`src/rtl/fb_fill_ctrl.sv`:
```
module fb_fill_ctrl #(
  parameter int ADDR_W = 16,
  parameter int ROW_W  = 8,
  parameter int DATA_W = 16,
  localparam int LANES = DATA_W / 8
) (
  input  logic              clk,
  input  logic              rst_n,
  input  logic              reg_we,
  input  logic [1:0]        reg_sel,
  input  logic [DATA_W-1:0] reg_wdata,
  input  logic              cpu_we,
  input  logic [ADDR_W:0]   cpu_addr,
  input  logic [DATA_W-1:0] cpu_wdata,
  input  logic [LANES-1:0]  cpu_be,
  input  logic              vblank,
  input  logic [1:0]        disp_mode,
  output logic              cpu_busy,
  output logic              mem_we,
  output logic              mem_bank,
  output logic [ADDR_W-1:0] mem_addr,
  output logic [DATA_W-1:0] mem_wdata,
  output logic [LANES-1:0]  mem_be,
  output logic              disp_bank
);

  logic [ROW_W-1:0]  len_q, cnt_q;
  logic [ADDR_W-1:0] start_q;
  logic [DATA_W-1:0] data_q;
  logic              busy_q;
  logic              fs_q, pend_q, pval_q, vb_q;
  logic [LANES-1:0]  nz, cpu_lanes;

  wire sel_len   = reg_we && reg_sel == 2'd0;
  wire sel_start = reg_we && reg_sel == 2'd1;
  wire sel_data  = reg_we && reg_sel == 2'd2;
  wire sel_swap  = reg_we && reg_sel == 2'd3;
  wire swap_now  = vblank || disp_mode == 2'd0;
  wire vb_rise   = vblank && !vb_q;

  always_ff @(posedge clk) begin
    if (!rst_n) begin
      len_q   <= '0;
      cnt_q   <= '0;
      start_q <= '0;
      data_q  <= '0;
      busy_q  <= 1'b0;
    end else if (busy_q) begin
      start_q[ROW_W-1:0] <= start_q[ROW_W-1:0] + 1'b1;
      if (cnt_q == '0) busy_q <= 1'b0;
      else             cnt_q  <= cnt_q - 1'b1;
    end else begin
      if (sel_len)   len_q   <= reg_wdata[ROW_W-1:0];
      if (sel_start) start_q <= reg_wdata[ADDR_W-1:0];
      if (sel_data) begin
        data_q <= reg_wdata;
        cnt_q  <= len_q;
        busy_q <= 1'b1;
      end
    end
  end

  always_ff @(posedge clk) begin
    if (!rst_n) begin
      fs_q   <= 1'b0;
      pend_q <= 1'b0;
      pval_q <= 1'b0;
      vb_q   <= 1'b0;
    end else begin
      vb_q <= vblank;
      if (sel_swap) begin
        if (swap_now) begin
          fs_q   <= reg_wdata[0];
          pend_q <= 1'b0;
        end else begin
          pend_q <= 1'b1;
          pval_q <= reg_wdata[0];
        end
      end else if (vb_rise && pend_q) begin
        fs_q   <= pval_q;
        pend_q <= 1'b0;
      end
    end
  end

  for (genvar i = 0; i < LANES; i++) begin : g_lane
    assign nz[i] = |cpu_wdata[8*i +: 8];
  end

  assign cpu_lanes = cpu_addr[ADDR_W] ? (cpu_be & nz) : cpu_be;

  assign cpu_busy  = busy_q;
  assign disp_bank = fs_q;
  assign mem_bank  = ~fs_q;
  assign mem_we    = busy_q || (cpu_we && |cpu_lanes);
  assign mem_addr  = busy_q ? start_q : cpu_addr[ADDR_W-1:0];
  assign mem_wdata = busy_q ? data_q  : cpu_wdata;
  assign mem_be    = busy_q ? {LANES{1'b1}} : cpu_lanes;

endmodule

```
`config.mk`:
```
export PLATFORM = sky130hd
export DESIGN_NAME = fb_fill_ctrl
export DESIGN_NICKNAME = d
export VERILOG_FILES = /design/src/rtl/fb_fill_ctrl.sv
export SDC_FILE = /design/constraint.sdc
export NUM_CORES = 1
export LEC_CHECK = 0
export ABC_AREA = 0
export BUFFER_PORTS_ARGS = -buffer_cell sky130_fd_sc_hd__buf_2
export CELL_PAD_IN_SITES_DETAIL_PLACEMENT = 1
export CELL_PAD_IN_SITES_GLOBAL_PLACEMENT = 1
export CORE_AREA = 8 8 98 100
export DETAILED_ROUTE_END_ITERATION = 10
export DIE_AREA = 0 0 106 108
export GPL_ROUTABILITY_DRIVEN = 0
export PLACE_DENSITY_LB_ADDON = 0.08
export SYNTH_ARGS = -nofsm -noshare
export SYNTH_HDL_FRONTEND = slang
export SYNTH_SLANG_ARGS = --single-unit
```
`constraint.sdc`:
```
create_clock -name clk -period 2.25 [get_ports clk]
set_input_delay 0.1125 -clock clk [delete_from_list [all_inputs] [get_ports clk]]
set_output_delay 0.1125 -clock clk [all_outputs]
set_load 0.05 [all_outputs]
```
# Yosys cells after proc, flatten, opt, wreduce, memory -nomap -nowiden
# Index checks and enable logic that the tools add are counted.
# classes
n_div,0
n_mul,0
muxes,18
magnitude_cmp,0
n_eq_ne,5
add_sub_neg,2
reduce_logical,25
bitwise,4
shift,0
# ops
cell,n
8-bit two-way mux,5
16-bit two-way mux,2
8-bit OR reduction,2
2-bit AND reduction,6
1-bit two-way mux,9
8-bit by 1-bit adder with 8-bit output (second input constant),1
8-bit zero test,1
8-bit by 1-bit subtractor with 8-bit output (second input constant),1
1-bit logical AND,7
2-bit nonzero test,3
2-bit equality test (second input constant),2
2-bit zero test,2
2-bit two-way mux,2
1-bit inverter,3
2-bit bitwise AND,1
2-bit by 1-bit equality test with 1-bit output (second input constant),1
1-bit logical OR,2
2-bit by 1-bit inequality test with 1-bit output (second input constant),1
2-bit inequality test (second input constant),1
2-bit OR reduction,1
1-bit zero test,1
# word_totals
ff_bits,53
ramBits,0
rom_bits,0
latch_bits,0
out_inout_bits,38
n_memories,0
input_bits,60

# Logic depth before layout (Yosys ltp)
# Gate-level depths: netlist of the first run.
# depth
ltp_word,6
depth_mapped,6
mapped_depth_nobuf,6

# Worst setup path before layout of the first run
# Ideal clock, no wire load.
# synth_timing
kind,register to output
startpoint,register busy_q (netlist: cpu_busy)
endpoint,output mem_we
stages_incl_launch_ff,6
required_ns,2.138
setup_slack_ns,-0.211
arrival_time_ns,2.348
n_path_buf,3
path_cell_list,dfxtp_1 clkbuf_1 buf_2 buf_1 a21oi_1 a21oi_1
# synth_between
elab_chain_len,1
# synth_lines
item,line,rtl
start: declaration,30,logic busy_q;
start signal: assignment,47,busy_q <= 1'b0;
start signal: assignment,50,if (cnt_q == '0) busy_q <= 1'b0;
start signal: assignment,58,busy_q <= 1'b1;
1-bit logical OR,95,assign mem_we = busy_q || (cpu_we && |cpu_lanes);
end: declaration,19,"output logic mem_we,"
# No other way between the ends.

# Worst setup path in the final report of the first run
# layout_timing
startpoint,register busy_q (netlist: cpu_busy)
endpoint,output mem_wdata[2]
# layout_between
elab_chain_len,1
# layout_lines
item,line,rtl
16-bit two-way mux,97,assign mem_wdata = busy_q ? data_q : cpu_wdata;
end: declaration,22,"output logic [DATA_W-1:0] mem_wdata,"
# No other way between the ends.

==> flow_summary.ini, run 1 <==
[status]
status = finished clean

[power]
leakage_nw = 1.39
total_power_mw = 2.19
powerDensity_mw_per_mm2 = 637
ir_worst_vdd_mv = 0.243

[grt]
grt_pass1_wl_um = 14200
grt_pass1_vias = 2795
antenna_found_initial = 0
grt_start_max_net_pins = 28
grt_usage_pct = 15.1
overflow = 0

[worst_setup_path]
rrSetupSlack_ps = 360
r2r_start = cpu_busy
crit_path_start_kind = flip-flop
cp-endpoint = mem_wdata[2]
r2r-end = start_q[3]
slowest_delay_ps = 620
cp.required_ps = 2140
ff2ff_path_depth = 4
critPathKind = reg2out
cp-end-kind = primary output
slowest_stage = dfxtp_2
crit_path_start = cpu_busy
crit_fanout = 27
crit_chain = buf_4, mux2_2, buf_2
arrival_ps = 1960

[floorplanning]
die_w_um = 106
pin_count = 98
num_rows = 33
core_area_mm2 = 0.00805
die_area_mm2 = 0.0114
fp.dieH_um = 108
start_util_pct = 33.9

[cells_and_area]
fin_area_mm2 = 0.00344
seqCellArea_mm2 = 0.00106
num_antenna_cells = 0
layout_commonest_cell = buf_2
fin_nets = 488
finish.utilization_pct = 42.8
fillCellCount = 1011
multiInputGateArea_mm2 = 0.00157
area_delta_synth_final_pct = 26.0
drive_above_1_share_pct = 35.0
mostFrequentLayoutCells = buf_2, nand2_1, dfxtp_1

[logic_synthesis]
yosys_warnings = 0
syn-mean-instance-area_um2 = 8.13
async_flop_share_pct = 0
syn_inst = 336
syn_area_mm2 = 0.00273
synth_edf_count = 0
synth-seq-area-share_pct = 38.8
synth-seq-cells = 53
synthFlopType = dfxtp_1
synth.distinct_cells = 48
synthesis.nets = 399

[sta]
rsz0062_at_grt = false
fin_setup_tns_ps = 0
skew_ps = 7.37
finalHoldViolations = 0
max_slew_margin_pct = 33.3
finalCritPeriodShare_pct = 91.9
max_freq_mhz = 484
worst_pin_slew_ps = 997
timing.final.ws_setup_ps = 182
setup_viol = 0
drv_slew = 0
min_period_ps = 2070

[detailed_routing]
vias_per_cell = 5.15
ant_nets = 0
num_vias = 2733
drtPass1Iterations = 4
drt_wl_total_um = 8880
drt_iter0_markers = 80
routedWlPerCell_um = 16.7
drc = 0

[clock_tree]
clk_latency_ps = 310
htree_levels = 2
root_buffer = clkbuf_8
clk_pin_slew_ps = 100
cts_tree = built
cts_hold_buf = 0
cts_buffers = 5
cts_setup_buffers = 0
clk_path_buf_depth = 2
clock_sinks = 53
cts_resized = 0

[placed_design]
io_buffers = 97
place_area_mm2 = 0.00333
dp_slack_ps = 357
dpl.hpwl_um = 6860

[job]
cap_violations = 0

[worst_hold_path]
hold_class = in2reg
## registers in the layout, summed over array words and instances, names as in the netlist
register / count
start_q: 16
len_q: 8
cpu_busy: 1
cnt_q: 8
vb_q: 1
pend_q: 1
data_q: 16
pval_q: 1
disp_bank: 1
## worst max-delay path: cells and delay by family, from the launching register on
kind	cells	cell delay (ps)
buffers and inverters	2	620
DFF	1	620
muxes	1	380
## per-layer routing
metal / track usage, % / vias up / wire length, um
met5: 0 / - / 0
met4: 4.02 / 0 / 89
met3: 3.75 / 9 / 401
met2: 24.5 / 70 / 4160
met1: 19.7 / 1293 / 4220
li1: - / 1361 / -
## through the flow
step,hold slack (ps),cells
finish,46.4,531
global route,39.7,531
CTS,39.4,531
detailed placement,377,523
global placement,368,523
floorplan,246,336
## logic make-up (layout without fill, tap and decap cells)
family | count (synthesis) | count (layout) | synth area share, %
AOI/OAI and AO/OA | 84 | 84 | 18.4
xor gates and xnor gates | 1 | 1 | 0.321
adders and majority gates | 3 | 3 | 1.37
buffers and inverters | 30 | 120 | 4.44
DFF | 53 | 53 | 38.8
muxes | 35 | 35 | 14.3
and+or+nand+nor | 130 | 130 | 22.3
## where the power goes
| part | internal, mW | total [mW] | switching [mW] |
|---|---|---|---|
| Combinational | 0.166 | 0.505 | 0.339 |
| Clock | 0.363 | 0.685 | 0.322 |
| Sequential | 0.971 | 1.00 | 0.0308 |
## area by class of cell
class	count	share of cell area (%)
Tap cell	105	3.82
Timing Repair Buffer	103	15.4
Multi-Input combinational cell	253	45.6
Clock buffer	7	2.51
Sequential cell	53	30.9
Clock inverter	1	0.872
Inverter	9	0.981
## worst min path at each step
stage,from,end,slack [ps],depth (start not counted)
6_report,reg_wdata[9],data_q[9],50,3
2_1_floorplan,rst_n,cnt_q[4],250,1
4_1_cts,reg_wdata[14],start_q[14],40,3
3_5_place_dp,reg_wdata[14],start_q[14],380,3
5_1_grt,reg_wdata[9],start_q[9],40,3
3_3_place_gp,reg_wdata[14],start_q[14],370,3
## synth_stat cells (all sizes together), types with 3 or more instances
master | count | area share, %
a31oi | 3 | 0.69
mux2 | 32 | 13
nor4 | 3 | 0.69
buf | 6 | 1.1
nand2 | 76 | 10
nand2b | 3 | 0.69
nor2 | 16 | 2.2
o211ai | 3 | 0.82
nand4 | 3 | 0.69
nor3 | 5 | 0.92
ha | 3 | 1.4
inv | 9 | 1.2
clkbuf | 15 | 2.1
or4b | 3 | 1.1
a21oi | 52 | 9.5
o31ai | 3 | 1.3
mux2i | 3 | 1.1
o21ai | 9 | 1.6
nand3 | 6 | 1.1
dfxtp | 53 | 39
(Power assumes the default switching activity.)
==> inputs of run 2 (changes only) <==
==> constraint.sdc (replaced) <==
create_clock -name clk -period 2.25 [get_ports clk]
set_input_delay 0.1125 -clock clk [delete_from_list [all_inputs] [get_ports clk]]
set_output_delay 0.1125 -clock clk [all_outputs]
set_load 0.02 [all_outputs]
==> run 2 against run 1 <==
Via count down 0.18%. Routed wire length down 2.0%. Die area unchanged. Combinational power down 22%. Non-clock buffer count up 2. Global-route usage down 0.052 points. Utilization down 0.26 points. Critical path type unchanged. Cell count up 0.38%. Clock skew about the same. Cell area down 0.62%. Total power down 12%. Sequential power about the same.
==> flow_summary.ini, run 2 (same netlist as run 1, synthesis figures left out) <==
[floorplanning]
die_area_mm2 = 0.0114
fp.dieH_um = 108
die_w_um = 106
core_area_mm2 = 0.00805
pin_count = 98
start_util_pct = 33.9
num_rows = 33

[power]
ir_worst_vdd_mv = 0.236
powerDensity_mw_per_mm2 = 564
power.share.switching_pct = 29.5
switching_power_mw = 0.569
clkPwrFrac_pct = 27.6
p_int_mw = 1.36
leakage_nw = 1.38
combPwrFrac_pct = 20.5
p_seq_share_pct = 51.9

[grt]
antenna_found_initial = 0
grt_pass1_vias = 2868
overflow = 0
grt_usage_pct = 15.1
grt_start_max_net_pins = 28
grt_pass1_wl_um = 14400

[worst_setup_path]
critPathKind = reg2out
path_buf_inv = 2
crit_path_start_kind = flip-flop
arrival_ps = 1740
cp.required_ps = 2140
crit_chain = buf_4, mux2_2, buf_2
slowest_delay_ps = 540
crit_fanout = 21
slowest_stage = dfxtp_2
path_delay_family = flip-flops
cp-end-kind = primary output

[cells_and_area]
layout_commonest_cell = buf_2
drive_above_1_share_pct = 34.8
mostFrequentLayoutCells = buf_2, nand2_1, a21oi_1, dfxtp_1, mux2_2
fin_nets = 490
largestRegisters = data_q (16), start_q (16)
num_antenna_cells = 0
fillCellCount = 1055
area_delta_synth_final_pct = 25.2

[placed_design]
io_buffers = 97
dpl.hpwl_um = 6800
dp_slack_ps = 478

[detailed_routing]
drtPass1Iterations = 4
routedWlPerCell_um = 16.3
drt_wl_total_um = 8690
num_vias = 2728
ant_nets = 0
drt_iter0_markers = 95
vias_per_cell = 5.12
drc = 0

[clock_tree]
cts_resized = 0
clk_latency_ps = 300
cts_hold_buf = 0
cts_buffers = 5
cts_setup_buffers = 0
clk_path_buf_depth = 2
cts_tree = built
htree_levels = 2
clk_pin_slew_ps = 100
clock_sinks = 53
root_buffer = clkbuf_8

[status]
status = finished clean

[sta]
finalHoldViolations = 0
worst_pin_slew_ps = 945
fin_setup_tns_ps = 0
timing.final.ws_setup_ps = 400
setup_viol = 0
skew_ps = 7.41
rsz0062_at_grt = false
drv_slew = 0
max_slew_margin_pct = 36.7
max_freq_mhz = 540
finalCritPeriodShare_pct = 82.2
min_period_ps = 1850

[job]
cap_violations = 0

[worst_hold_path]
hold_class = in2reg
[run 2: cell count changes in the layout (fill, tap and decap cells not counted), sizes merged]
cell	previous run	this run
bufinv	1	0
clkinvlp	0	1
buf	103	105
[run 2: metal layers]
layer / global-route usage (%) / routed length [um] / up-vias
li1: - / - / 1373
met4: 3.22 / 77 / 0
met1: 19.0 / 4040 / 1284
met3: 3.27 / 381 / 6
met5: 0 / 0 / -
met2: 25.9 / 4200 / 65
[run 2: stage by stage]
stage | area (um^2) | hold slack [ps] | power (mW) | cells | utilization, %
floorplan | 2730 | 246 | 1.26 | 336 | -
global placement | 3340 | 368 | 1.42 | 525 | 41.5
detailed placement | 3340 | 378 | 1.42 | 525 | 41.5
CTS | 3420 | 50.1 | 1.96 | 533 | 42.5
global route | 3420 | 53.1 | 2.04 | 533 | 42.5
finish | 3420 | 57.6 | 1.93 | 533 | 42.5
[run 2: cell type report]
type	instances	area, um^2	share of cell area [%]
Timing Repair Buffer	105	546	15.9
Clock buffer	7	76.3	2.23
Clock inverter	1	7.51	0.219
Tap cell	105	131	3.84
Sequential cell	53	1060	31.0
Multi-Input combinational cell	253	1570	45.7
Inverter	9	33.8	0.987
[run 2: final timing paths]
check / cells after the start / endpoint / slack [ps] / from
setup / recovery: 3 / mem_wdata[5] / 400 / cpu_busy
hold reg to reg: 2 / data_q[7] / 460 / data_q[7]
hold / removal: 3 / start_q[9] / 60 / reg_wdata[9]
setup reg to reg: 4 / cnt_q[0] / 450 / cnt_q[2]
[run 2: worst reg2reg max path: stages, from the launching register on]
cell and delay (ps):
dfxtp_1 360, or4_4 610, o31a_1 380, a211oi_1 260, a311oi_1 70
[run 2: power by group through the flow]
stage                     sequential, mW  combinational [mW]  clock [mW]
after global placement              1.02               0.394           0
after detailed placement            1.02               0.400           0
after floorplan                     1.01               0.248           0
after CTS                           1.00               0.402       0.552
after global routing                1.01               0.437       0.592
final                               1.00               0.396       0.532
==> inputs of run 3 (changes only) <==
--- a/config.mk
+++ b/config.mk
@@ -9,9 +9,9 @@
 export BUFFER_PORTS_ARGS = -buffer_cell sky130_fd_sc_hd__buf_2
 export CELL_PAD_IN_SITES_DETAIL_PLACEMENT = 1
 export CELL_PAD_IN_SITES_GLOBAL_PLACEMENT = 1
-export CORE_AREA = 8 8 98 100
+export CORE_AREA = 8 8 102 104
 export DETAILED_ROUTE_END_ITERATION = 10
-export DIE_AREA = 0 0 106 108
+export DIE_AREA = 0 0 110 112
 export GPL_ROUTABILITY_DRIVEN = 0
 export PLACE_DENSITY_LB_ADDON = 0.08
 export SYNTH_ARGS = -nofsm -noshare
==> constraint.sdc (replaced) <==
create_clock -name clk -period 1.6 [get_ports clk]
set_input_delay 0.08 -clock clk [delete_from_list [all_inputs] [get_ports clk]]
set_output_delay 0.08 -clock clk [all_outputs]
set_load 0.02 [all_outputs]
==> run 3 against run 2 <==
The flow now finishes with violations (setup timing). Total power is 47% higher. Critical path depth grew 1. Die area rose by 7.6%. Utilization down 1.1 points. Global-route usage is 0.47 points lower. Setup slack lost 490 ps. Combinational power rose by 59%. Highest routed layer unchanged.
==> flow_summary.ini, run 3 (same netlist as run 1, synthesis figures left out) <==
[clock_tree]
cts_tree = built
root_buffer = clkbuf_8
clock_sinks = 53
cts_hold_buf = 0
htree_levels = 2
clk_path_buf_depth = 2
cts_buffers = 5
clk_pin_slew_ps = 110
clk_latency_ps = 310

[worst_hold_path]
min_from = reg_wdata[9]
min_to = data_q[9]
hold_class = in2reg
whs_path_depth = 3

[cells_and_area]
drive_above_1_share_pct = 41.3
layout_commonest_cell = buf_2
instances_no_fill = 557
area_delta_synth_final_pct = 34.7
num_antenna_cells = 0
mostFrequentLayoutCells = buf_2, nand2_1, a21oi_1
largestRegisters = data_q (16), start_q (16)
fin_nets = 508
finish.utilization_pct = 41.4

[worst_setup_path]
ff2ff_path_depth = 4
slowest_stage = or4_4
path_buf_inv = 0
slowest_delay_ps = 590
crit_fanout = 6
crit_chain = or4_4, o31a_1, o221ai_1, a21oi_1
r2r_start = cnt_q[5]
cp.required_ps = 1800
cp-end-kind = flip-flop
path_delay_family = compound AO/OA/AOI/OAI gates
rrSetupSlack_ps = -90
arrival_ps = 1890
r2r-end = cnt_q[1]
critPathKind = reg2reg
crit_path_start_kind = flip-flop

[sta]
finalCritPeriodShare_pct = 106
timing.final.ws_setup_ps = -91.6
max_freq_mhz = 591
worst_pin_slew_ps = 589
finalHoldViolations = 0
skew_ps = 7.33
max_slew_margin_pct = 60.7
setup_viol = 7
rsz0062_at_grt = true
min_period_ps = 1690
drv_slew = 0

[floorplanning]
die_w_um = 110
start_util_pct = 30.7
core_area_mm2 = 0.00889
num_rows = 35
pin_count = 98
fp.dieH_um = 112
die_area_mm2 = 0.0123

[grt]
grt_pass1_wl_um = 14700
grt_usage_pct = 14.6
grt_pass1_vias = 2922
grt_start_max_net_pins = 42
overflow = 0
antenna_found_initial = 0

[job]
cap_violations = 0

[power]
combPwrFrac_pct = 22.1
clkPwrFrac_pct = 28.6
p_seq_share_pct = 49.3
total_power_mw = 2.84
p_int_mw = 1.97
leakage_nw = 1.52
switching_power_mw = 0.876
power.share.switching_pct = 30.8
powerDensity_mw_per_mm2 = 773
ir_worst_vdd_mv = 0.339

[status]
status = finished with violations
violations = setup timing

[detailed_routing]
vias_per_cell = 5.03
drt_wl_total_um = 9160
drtPass1Iterations = 4
routedWlPerCell_um = 16.4
drt_iter0_markers = 95
num_vias = 2802
drc = 0
ant_nets = 0

[placed_design]
dp_slack_ps = -77.8
dpl.hpwl_um = 7240
place_inst = 546
io_buffers = 97
[run 3: metal layers]
layer	track usage, %	vias up	share of wire, %
li1	-	1408	-
met1	18.6	1335	46
met2	24.8	57	48
met3	3.00	2	5.2
met4	2.52	0	0.44
met5	0	-	0
[run 3: power by group through the flow]
stage / logic [mW] / registers [mW] / clock network (mW)
3_5_place_dp: 0.607 / 1.43 / 0
6_report: 0.628 / 1.40 / 0.813
3_3_place_gp: 0.598 / 1.43 / 0
2_1_floorplan: 0.353 / 1.42 / 0
5_1_grt: 0.686 / 1.41 / 0.897
4_1_cts: 0.623 / 1.40 / 0.843
[run 3: cell type report]
type                            instances  area (um^2)
Inverter                                9         33.8
Clock inverter                          3         25.0
Clock buffer                            5         68.8
Fill cell                            1130         5210
Multi-Input combinational cell        253         1610
Sequential cell                        53         1070
Timing Repair Buffer                  123          729
Tap cell                              111          139
[run 3: how the worst max path moves through the flow]
| stage | start | end | slack [ps] | cells after the start |
|---|---|---|---|---|
| 2_1_floorplan | cnt_q[5] | cnt_q[3] | -40 | 5 |
| 3_3_place_gp | cnt_q[5] | cnt_q[0] | -40 | 4 |
| 3_5_place_dp | cnt_q[3] | cnt_q[3] | -80 | 4 |
| 4_1_cts | cnt_q[3] | cnt_q[3] | -90 | 4 |
| 5_1_grt | cnt_q[5] | cnt_q[7] | -120 | 4 |
| 6_report | cnt_q[5] | cnt_q[1] | -90 | 4 |
[run 3: tightest hold or removal path, delay by kind of cell]
| kind | cells | cell delay (ps) |
|---|---|---|
| buffers and inverters | 1 | 110 |
| AOI/OAI and AO/OA | 1 | 50 |
| and+or+nand+nor | 1 | 50 |
[run 3: timing repair]
item	in CTS	in global routing
gates cloned	0	0
resized for setup	9	10
endpoints found under the setup margin	41	38
buffers inserted	2	1
pin swaps	4	4
[run 3: metrics by stage]
step	TNS, ps	instance area (um^2)	hold slack [ps]
after floorplan	-46.1	2750	213
after global placement	-66.6	3490	337
after detailed placement	-192	3490	350
after CTS	-419	3630	8.31
after global routing	-617	3680	10.9
final	-313	3680	14.6
